==> config.mk <==
export PLATFORM = sky130hd
export DESIGN_NAME = crtc_regs
export DESIGN_NICKNAME = d
export VERILOG_FILES = /design/src/rtl/crtc_regs.sv
export SDC_FILE = /design/constraint.sdc
export NUM_CORES = 1
export LEC_CHECK = 0
export ABC_AREA = 1
export BUFFER_PORTS_ARGS = -buffer_cell sky130_fd_sc_hd__buf_2
export CELL_PAD_IN_SITES_DETAIL_PLACEMENT = 0
export CELL_PAD_IN_SITES_GLOBAL_PLACEMENT = 1
export CORE_MARGIN = 2
export CORE_UTILIZATION = 41
export CTS_CLUSTER_DIAMETER = 150
export DETAILED_ROUTE_END_ITERATION = 10
export PLACE_DENSITY_LB_ADDON = 0.1
export SKIP_LAST_GASP = 1
export SYNTH_ARGS = -nofsm -noshare
export SYNTH_HDL_FRONTEND = slang
export SYNTH_SLANG_ARGS = --single-unit
==> constraint.sdc <==
create_clock -name clk -period 2.2 [get_ports clk]
set_clock_uncertainty 0.1 [all_clocks]
set_input_delay 0.22 -clock clk [delete_from_list [all_inputs] [get_ports clk]]
set_output_delay 0.22 -clock clk [all_outputs]
set_load 0.02 [all_outputs]
==> src/rtl/crtc_regs.sv <==
module crtc_regs #(
  parameter logic [7:0] STD_LAST  = 8'h18,
  parameter logic [7:0] EXT_FIRST = 8'h1A,
  parameter logic [7:0] EXT_LAST  = 8'h1D,
  parameter logic [7:0] PROT_LAST = 8'h07
) (
  input  logic        clk,
  input  logic        rst_n,
  input  logic        idx_we,
  input  logic [7:0]  idx_wdata,
  input  logic        dat_we,
  input  logic [7:0]  dat_wdata,
  output logic [7:0]  rd_data,
  output logic [11:0] width_px,
  output logic [11:0] height_ln
);
  localparam int DEPTH  = int'(EXT_LAST) + 1;
  localparam int AW     = $clog2(DEPTH);
  localparam int A_HEND = 1;
  localparam int A_OVF  = 7;
  localparam int A_LOCK = 17;
  localparam int A_VEND = 18;
  localparam int A_SCAN = 26;

  logic [7:0] regs [DEPTH];
  logic [7:0] nxt  [DEPTH];
  logic [7:0] idx_q;

  function automatic logic is_impl(input logic [7:0] a);
    return (a <= STD_LAST) || ((a >= EXT_FIRST) && (a <= EXT_LAST));
  endfunction

  wire locked = regs[A_LOCK][7];
  wire [AW-1:0] sel = idx_q[AW-1:0];

  always_comb begin
    for (int i = 0; i < DEPTH; i++) nxt[i] = regs[i];
    if (dat_we && is_impl(idx_q)) begin
      if (locked && idx_q <= PROT_LAST) begin
        if (int'(idx_q) == A_OVF)
          nxt[A_OVF] = {regs[A_OVF][7:5], dat_wdata[4], regs[A_OVF][3:0]};
      end else begin
        nxt[sel] = dat_wdata;
      end
    end
  end

  wire [9:0]  line_end = {nxt[A_OVF][6], nxt[A_OVF][1], nxt[A_VEND]};
  wire [10:0] lines    = {1'b0, line_end} + 11'd1;
  wire [11:0] w_next   = {({1'b0, nxt[A_HEND]} + 9'd1), 3'b000};
  wire [11:0] h_next   = nxt[A_SCAN][0] ? {lines, 1'b0} : {1'b0, lines};

  always_ff @(posedge clk) begin
    if (!rst_n) begin
      idx_q     <= '0;
      width_px  <= 12'd8;
      height_ln <= 12'd1;
      for (int i = 0; i < DEPTH; i++) regs[i] <= '0;
    end else begin
      for (int i = 0; i < DEPTH; i++) regs[i] <= nxt[i];
      if (idx_we) idx_q <= idx_wdata;
      width_px  <= w_next;
      height_ln <= h_next;
    end
  end

  assign rd_data = is_impl(idx_q) ? regs[sel] : 8'h00;

  AST_LOCK_HOLDS: assert property (@(posedge clk) disable iff (!rst_n)
    (dat_we && !idx_we && locked && idx_q < PROT_LAST) |=> rd_data == $past(rd_data));
  AST_OVF_BIT4: assert property (@(posedge clk) disable iff (!rst_n)
    (dat_we && !idx_we && locked && int'(idx_q) == A_OVF) |=>
      rd_data == {$past(rd_data[7:5]), $past(dat_wdata[4]), $past(rd_data[3:0])});
  AST_WIDTH_ALIGN: assert property (@(posedge clk) disable iff (!rst_n)
    width_px[2:0] == 3'b000 && width_px != 12'd0);
  AST_HEIGHT_NONZERO: assert property (@(posedge clk) disable iff (!rst_n)
    height_ln != 12'd0);
  AST_EXT_STORE: assert property (@(posedge clk) disable iff (!rst_n)
    (dat_we && !idx_we && idx_q >= EXT_FIRST && idx_q <= EXT_LAST) |=> rd_data == $past(dat_wdata));
  AST_HOLE_ZERO: assert property (@(posedge clk) disable iff (!rst_n)
    !is_impl(idx_q) |-> rd_data == 8'h00);
endmodule

==> results.yml, run 1 <==
outcome:
  status: "finished with violations"
  violations: "setup timing"
floorplanning:
  dieHeight_um: 176
  die_x_um: 176
  coreArea_sq_mm: 0.0294
  die_area_sq_mm: 0.0311
  num_rows: 63
  io_pins: 52
  start_util_pct: 41.4
power_and_ir_drop:
  p_leak_nw: 6.39
  power_density_mw_per_mm2: 755
  totalPowerFinal_mw: 11.8
  vdd_drop_max_mv: 0.617
route:
  num_vias: 11708
  ant_nets: 0
  drc: 0
  drtIter0Drc: 1058
  dr.pass1.iters: 5
  wirelength_um: 40800
  wl_per_cell_um: 18.6
  vias_per_cell: 5.34
worst_setup_path:
  crit_family: "buffers and inverters"
  path_max_fanout: 7
  cp_num_buf_inv: 5
  path_common_cell: "buf_8"
  critPathSlowestCell: "dfxtp_4"
  slowest_delay_ps: 380
  path_cells: "clkinv_4 > buf_8 > buf_12 > buf_8 > nand2_1 > a31oi_1 > o21ai_2 > nand3_1 > a21oi_1 > a211oi_2 > buf_4"
  crit_path_end_kind: "output port"
  critPathKind: "reg2out"
  required_ps: 1880
  cp-start-kind: "register"
  cp.arrival_ps: 2340
logic_synthesis:
  synth_cell_types: 39
  async_flop_share_pct: 0
  syn_avg_cell_area_sq_um: 7.35
  yosys_register_bits: 274
  yosysWarnings: 0
  syn-cell-area_sq_mm: 0.0122
  synth-edff-count: 0
  synth-main-ff-cell: "dfxtp_1"
  yosysSeqAreaShare_pct: 45.1
  synthCells: 1655
flow_run:
  maxCapViolCount: 0
global_routing:
  grt_pass1_vias: 10966
  grtUsageTotal_pct: 25.7
  antenna_found_initial: 2
  grt-ovfl-total: 0
  grt_busiest_layer: "met2"
  grt_max_degree: 154
  grt_pass1_wl_um: 62800
  grt_use_met2_pct: 40.3
  grtUsageMet1_pct: 36.9
  globalRouteMet3Util_pct: 3.27
clock_network:
  htree_levels: 1
  clk-insertion-delay-late_ps: 560
  cts.sinks: 274
  clockBufferDepth: 3
  cts_root_buf: "clkbuf_16"
  cts_buffers: 31
  path_clk_slew_ps: 60
  cts_tree: "yes"
timing:
  final_max_slew_viol_count: 0
  period_share_pct: 121
  grt_setup_unrepaired: "true"
  setup_slack_ps: -464
  tightestPinTransition_ps: 728
  setup_viol: 8
  finalHoldViolCount: 0
  fin_crit_ps: 2660
  max-slew-margin-rel_pct: 51.5
  fmax_ghz: 0.375
final_layout:
  syn_to_final_growth_pct: 28.9
  utilization_pct: 53.3
  fin_nets: 1806
  drive_above_1_share_pct: 22.2
  insertedDiodeCount: 0
worst_hold_path:
  hp-class: "in2reg"
placed_design:
  gp_congestion: 0.841
  hpwl_um: 25900
  port_buffers: 48
==> synthesized netlist by cell type, drive strengths merged, types with 2 or more instances <==
cell type  number  area [sq um]
nand2         321          1220
o211ai          9          67.6
dfxtp         274          5490
nor2          124           638
clkbuf         88           330
nor3            6          63.8
nand3          76           415
a32oi           2          17.5
a21oi         311          1560
a22oi          14           105
inv            84           315
a22o            6          52.6
a221oi          2          17.5
a221o           2          20.0
o311ai         10          87.6
a31oi           7          43.8
o21ai         250          1260
buf            42           272
a211oi         15           113
nand4           3          18.8
clkinv          5          20.0
==> stage by stage <==
step           instances  setup TNS, ps  hold slack, ps  worst slack (ps)  instance area, sq um
2_1_floorplan       1657              0             255              23.5                 12200
3_3_place_gp        2100           -504             314              -134                 13700
3_5_place_dp        2100           -553             318              -178                 13700
4_1_cts             2173          -3810            8.37              -514                 15100
5_1_grt             2194          -5730            40.4              -545                 15700
6_report            2194          -3540            41.1              -464                 15700
==> kinds of logic (layout without fill, tap and decap cells) <==
family	Yosys count	count (layout)	synth area share [%]
AOI/OAI and AO/OA	628	628	27.5
adders and majority gates	1	1	0.103
buffers and inverters	219	366	7.70
DFF	274	274	45.1
muxes	1	1	0.0823
other	1	3	0.0308
and+or+nand+nor	531	531	19.5
==> power breakdown <==
part | leakage (nW) | switching (mW) | internal [mW] | total [mW]
Sequential | 2.22 | 0.0602 | 5.06 | 5.12
Combinational | 3.68 | 1.06 | 0.633 | 1.69
Clock | 0.492 | 2.06 | 2.97 | 5.03
==> cell type report <==
cell class                 count  area [sq um]
timing repair buffer         225          2210
tap                          390           488
sequential                   274          5500
fill                        2817         13700
inverter                      89           352
clock buffer                  44           916
clock inverter                 8          65.1
multi-input combinational   1164          6150
==> tightest hold or removal path: stages <==
cell and delay (ps):
buf_2 70, o21ai_0 110, a21oi_1 230
==> timing repair <==
item | CTS | global route
pin swaps | 11 | 38
setup buffers | 2 | 18
hold buffers | 16 | 0
resized for setup | 52 | 106
endpoints found under the setup margin | 8 | 80
gates cloned | 3 | 3
endpoints found under the hold margin | 27 | 0
==> layer usage <==
layer  share of wire [%]  vias to the layer above
li1                    -                     5875
met1                  47                     5446
met2                  44                      308
met3                 5.4                       77
met4                 3.0                        2
met5               0.024                        -
==> worst paths after layout <==
| kind | cells after the start | endpoint | startpoint | slack [ps] |
|---|---|---|---|---|
| hold reg to reg | 2 | register | register | 330 |
| setup reg to reg | 11 | register | idx_q[6]$_SDFFE_PN0P_ | 20 |
| hold / removal | 3 | idx_q[0]$_SDFFE_PN0P_ | idx_wdata[0] | 40 |
| setup / recovery | 11 | rd_data[2] | register | -460 |
==> layout by cell type, fill, tap and decap left out, types with 9 or more instances in the layout <==
cell type / n
a211oi_1: 13
a21oi_1: 293
a21oi_2: 18
a22oi_1: 14
buf_12: 32
buf_2: 40
buf_4: 118
buf_6: 9
clkbuf_16: 35
dfxtp_1: 266
dlygate4sd3_1: 16
inv_1: 68
inv_2: 13
nand2_1: 302
nand2_2: 16
nand3_1: 59
nand3_2: 12
nor2_1: 81
nor2_2: 11
nor2_4: 32
o211ai_1: 9
o21ai_0: 229
o21ai_1: 13
Note: power is estimated with default switching activity, not from simulation.
==> run 2: changes to the inputs <==
- CELL_PAD_IN_SITES_DETAIL_PLACEMENT: 0 -> 1
==> run 2 against run 1 <==
  * The run still ends with setup timing left
  * Clock power up 3%
  * Via count up 11%
  * Total power up 4.1%
  * Die area unchanged
  * First-iteration DRC count down 12%
  * Utilization up 4.6 points
  * Register-to-register slack worse by 150 ps
  * Worst hold slack worse by 15 ps
  * Sequential power about the same
  * Critical endpoint is now rd_data[5]
==> results.yml, run 2 (synthesis gave the netlist of run 1 again) <==
timing:
  period_share_pct: 129
  setup_slack_ps: -629
  final_max_slew_viol_count: 0
  max-slew-margin-rel_pct: 42.7
  finalHoldViolCount: 0
  setup_viol: 159
  tightestPinTransition_ps: 860
  fmax_ghz: 0.353
  fin_crit_ps: 2830
  grt_setup_unrepaired: "true"
floorplanning:
  die_area_sq_mm: 0.0311
  num_rows: 63
  coreArea_sq_mm: 0.0294
  start_util_pct: 41.4
  dieHeight_um: 176
  io_pins: 52
  die_x_um: 176
worst_setup_path:
  timing.rr.start: "idx_q[7]$_SDFFE_PN0P_"
  path_max_fanout: 5
  critPathSlowestCell: "o211ai_1"
  reg2reg_depth: 12
  path_cells: "buf_8 > clkbuf_16 > a21oi_2 > a22oi_1 > o211ai_1 > o311ai_1 > nand2_1 > nor2_2 > buf_6"
  slowest_delay_ps: 400
  crit_path_end_kind: "output port"
  cp-start-kind: "register"
  r2r_slack_ps: -130
  cp.arrival_ps: 2510
  required_ps: 1880
  critPathKind: "reg2out"
power_and_ir_drop:
  seq_power_share_pct: 41.6
  switching_share_pct: 27.9
  vdd_drop_max_mv: 0.632
  power.clock.fraction_pct: 42.2
  p_sw_mw: 3.44
  power_density_mw_per_mm2: 723
  combPwrFrac_pct: 16.2
  p_leak_nw: 6.88
  internal-power_mw: 8.88
  totalPowerFinal_mw: 12.3
final_layout:
  insertedDiodeCount: 0
  drive_above_1_share_pct: 30.5
  fin_area_sq_mm: 0.0170
  fin_nets: 1864
  fin_cells: 2255
  final_common_cell: "nand2_1"
  syn_to_final_growth_pct: 40.1
  final_cell_mix: "nand2_1 (288), dfxtp_1 (264), a21oi_1 (253), o21ai_0 (166), buf_4 (125)"
clock_network:
  cts_buffers: 31
  clk-insertion-delay-late_ps: 570
  cts_root_buf: "clkbuf_16"
  clockBufferDepth: 3
  path_clk_slew_ps: 60
  htree_levels: 1
  cts.sinks: 274
  cts_tree: "yes"
flow_run:
  maxCapViolCount: 0
worst_hold_path:
  hp-class: "in2reg"
  min_from: "dat_wdata[6]"
  hold_depth: 3
route:
  wirelength_um: 50900
  dr.pass1.iters: 5
  ant_nets: 0
  wl_per_cell_um: 22.6
  drtIter0Drc: 935
  drc: 0
  vias_per_cell: 5.77
  num_vias: 13015
global_routing:
  grt_max_degree: 154
  grt_pass1_vias: 12510
  grt_pass1_wl_um: 70700
  grt-ovfl-total: 0
  antenna_found_initial: 1
  grtUsageTotal_pct: 28.7
placed_design:
  port_buffers: 48
  gp_congestion: 0.841
  hpwl_um: 28300
  place_inst: 2100
  place_ws_ps: -136
  place_area_sq_mm: 0.0137
outcome:
  status: "finished with violations"
  violations: "setup timing"
[run 2: cell count changes in the layout (fill, tap and decap cells not counted), moves of 14 or more]
| cell | previous run | this run |
|---|---|---|
| o21ai_1 | 13 | 38 |
| a21oi_1 | 293 | 253 |
| buf_6 | 9 | 39 |
| nand2_1 | 302 | 288 |
| o21ai_2 | 7 | 42 |
| o21ai_0 | 229 | 166 |
| a21oi_2 | 18 | 57 |
[run 2: power groups by stage]
stage          Combinational [mW]  Sequential [mW]  Clock, mW
6_report                     2.00             5.13       5.20
4_1_cts                      1.64             5.11       5.25
3_3_place_gp                 1.44             5.21          0
5_1_grt                      2.11             5.13       5.46
3_5_place_dp                 1.46             5.22          0
2_1_floorplan               0.807             5.23          0
[run 2: stage by stage]
step                hold slack [ps]  util (%)  TNS (ps)
global route                   35.2      58.0    -26250
detailed placement              321      46.6      -646
CTS                            3.64      52.1     -4020
global placement                314      46.6      -504
floorplan                       255         -         0
finish                         25.6      58.0    -12420
[run 2: layout make-up]
cell class,count,area (sq um)
clock buffer,48,920
clock inverter,7,85.1
inverter,89,380
multi-input combinational,1165,6660
timing repair buffer,282,3010
sequential,274,5500
tap,390,488
fill,3473,12400
[run 2: per-layer routing]
| layer | up-vias | global-route usage (%) | share of wire [%] |
|---|---|---|---|
| li1 | 5999 | - | - |
| met1 | 6476 | 39.4 | 44 |
| met2 | 415 | 47.2 | 48 |
| met3 | 125 | 3.57 | 4.8 |
| met4 | 0 | 9.02 | 3.8 |
| met5 | - | 0 | 0 |
[run 2: worst max-delay path: cells and delay by family, from the launching register on]
kind	cells	cell delay, ps
flip-flops	1	390
AO/OA/AOI/OAI	4	840
AND/OR/NAND/NOR	2	240
buffers and inverters	3	460
[run 2: repair_timing]
action,in CTS,in global routing
setup buffers,9,56
gates resized for setup,86,320
pin swaps,30,114
cloned,4,15
setup endpoints to repair,15,172
hold buffers,16,0
endpoints found under the hold margin,26,0
[run 2: worst max-delay path by stage]
stage / slack (ps) / end / startpoint / depth (start not counted)
finish: -630 / rd_data[5] / register / 9
floorplan: 20 / rd_data[1] / register / 8
global placement: -130 / rd_data[5] / register / 8
CTS: -540 / rd_data[5] / register / 10
detailed placement: -140 / rd_data[0] / register / 10
global route: -630 / rd_data[1] / register / 10
==> run 3: changes to the inputs <==
- SKIP_LAST_GASP: 1 -> default
==> run 3 against run 2 <==
  * The run still ends with setup timing left
  * Clock-buffer cell count is the same
  * Sequential power is essentially flat
  * Worst hold slack lost 7.1 ps
  * Critical path depth grew 1
  * Via count grew 1.1%
  * Utilization grew 0.14 points
  * Clock power is essentially flat
  * Global-route usage is essentially flat
  * Total power grew 0.20%
  * Wire length grew 2.2%
  * Critical path type unchanged
==> results.yml, run 3 (synthesis gave the netlist of run 1 again) <==
timing:
  setup_slack_ps: -556
  fin_crit_ps: 2760
  max-slew-margin-rel_pct: 46.0
  period_share_pct: 125
  tightestPinTransition_ps: 810
  setup_tns_ps: -10150
  grt_setup_unrepaired: "true"
  final_max_slew_viol_count: 0
  setup_viol: 134
  holdWs_ps: 18.5
  fmax_ghz: 0.363
  finalHoldViolCount: 0
power_and_ir_drop:
  combPwrFrac_pct: 16.5
  internal-power_mw: 8.89
  p_sw_mw: 3.46
  power.clock.fraction_pct: 42.0
  p_leak_nw: 6.83
  seq_power_share_pct: 41.5
  vdd_drop_max_mv: 0.671
  switching_share_pct: 28.0
  power_density_mw_per_mm2: 723
final_layout:
  fin_area_sq_mm: 0.0171
  fin_cells: 2248
  fin_nets: 1857
  syn_to_final_growth_pct: 40.4
  insertedDiodeCount: 0
  fill_cells: 3453
  drive_above_1_share_pct: 31.8
  final_common_cell: "nand2_1"
  final_cell_mix: "nand2_1 (289), dfxtp_1 (264), a21oi_1 (247), buf_4 (119), o21ai_0 (104)"
worst_setup_path:
  cp-start-kind: "register"
  r2r_slack_ps: -180
  reg2reg_depth: 14
  timing.rr.start: "idx_q[7]$_SDFFE_PN0P_"
  required_ps: 1880
  cp.arrival_ps: 2440
  path_max_fanout: 12
  critPathKind: "reg2out"
  crit_path_end_kind: "output port"
placed_design:
  hpwl_um: 28300
  gp_congestion: 0.841
  place_area_sq_mm: 0.0137
  port_buffers: 48
  place_inst: 2100
outcome:
  status: "finished with violations"
  violations: "setup timing"
route:
  wirelength_um: 52000
  wl_per_cell_um: 23.1
  num_vias: 13157
  drc: 0
  dr.pass1.iters: 5
  drtIter0Drc: 995
  vias_per_cell: 5.85
  ant_nets: 0
global_routing:
  grt_pass1_vias: 12515
  grt-ovfl-total: 0
  grt_max_degree: 154
  grt_pass1_wl_um: 70700
  antenna_found_initial: 2
  grtUsageTotal_pct: 28.7
clock_network:
  cts_root_buf: "clkbuf_16"
  cts_buffers: 31
  htree_levels: 1
  clockBufferDepth: 3
  path_clk_slew_ps: 60
  cts.sinks: 274
  cts_tree: "yes"
  clk-insertion-delay-late_ps: 570
floorplanning:
  num_rows: 63
  die_x_um: 176
  die_area_sq_mm: 0.0311
  dieHeight_um: 176
  io_pins: 52
  start_util_pct: 41.4
  coreArea_sq_mm: 0.0294
worst_hold_path:
  hp-class: "in2reg"
  min_from: "dat_wdata[6]"
  hold_depth: 3
flow_run:
  maxCapViolCount: 0
==> run 3: cell count changes in the layout (fill, tap and decap cells not counted), sizes merged <==
cell | previous run | this run
clkbuf | 60 | 59
inv | 83 | 82
buf | 253 | 247
clkinv | 10 | 11
==> run 3: power groups by stage <==
| stage | combinational [mW] | sequential [mW] | clock [mW] |
|---|---|---|---|
| global route | 2.14 | 5.13 | 5.46 |
| CTS | 1.64 | 5.11 | 5.25 |
| finish | 2.03 | 5.13 | 5.18 |
| detailed placement | 1.46 | 5.22 | 0 |
| floorplan | 0.807 | 5.23 | 0 |
| global placement | 1.44 | 5.21 | 0 |
==> run 3: worst max-delay path by stage <==
stage | start | end | slack, ps | cells after the start
floorplan | register | rd_data[1] | 20 | 8
detailed placement | register | rd_data[0] | -140 | 10
global route | register | rd_data[1] | -640 | 10
CTS | register | rd_data[5] | -540 | 10
global placement | register | rd_data[5] | -130 | 8
finish | register | rd_data[0] | -560 | 10
==> run 3: repair_timing <==
| item | in CTS | in global routing |
|---|---|---|
| gates cloned | 4 | 16 |
| setup buffers | 9 | 49 |
| resized for setup | 90 | 415 |
| endpoints found under the hold margin | 26 | 0 |
| endpoints found under the setup margin | 15 | 175 |
| pin swaps | 30 | 113 |
| hold buffers | 16 | 0 |
==> run 3: layout make-up <==
class / instances / area [sq um] / share of cell area [%]
clock buffer: 48 / 920 / 5.38
clock inverter: 7 / 85.1 / 0.498
inverter: 89 / 380 / 2.23
multi-input combinational: 1165 / 6750 / 39.5
sequential: 274 / 5500 / 32.2
tap: 390 / 488 / 2.86
timing repair buffer: 275 / 2960 / 17.3
==> run 3: worst max-delay path: stages (launching register included) <==
cell and delay [ps]:
dfxtp_4 390, inv_8 110, buf_8 150, buf_12 150
nand2_1 60, nand3_1 80, a21oi_1 100, o311ai_2 320
nand2_1 180, nor2_2 180, buf_6 140
==> run 3: through the flow <==
stage / worst slack, ps / utilization (%) / total power [mW]
finish: -556 / 58.1 / 12.3
CTS: -542 / 52.1 / 12.0
global route: -643 / 58.1 / 12.7
floorplan: 23.5 / - / 6.03
detailed placement: -136 / 46.6 / 6.67
global placement: -134 / 46.6 / 6.65
==> run 3: routing by layer <==
metal  vias up  routed length, um  GRT usage (%)
met5         -                 11              0
met4         2               2110           9.44
met3       144               2880           3.57
met2       437              24900           47.0
met1      6572              22100           39.4
li1       6002                  -              -
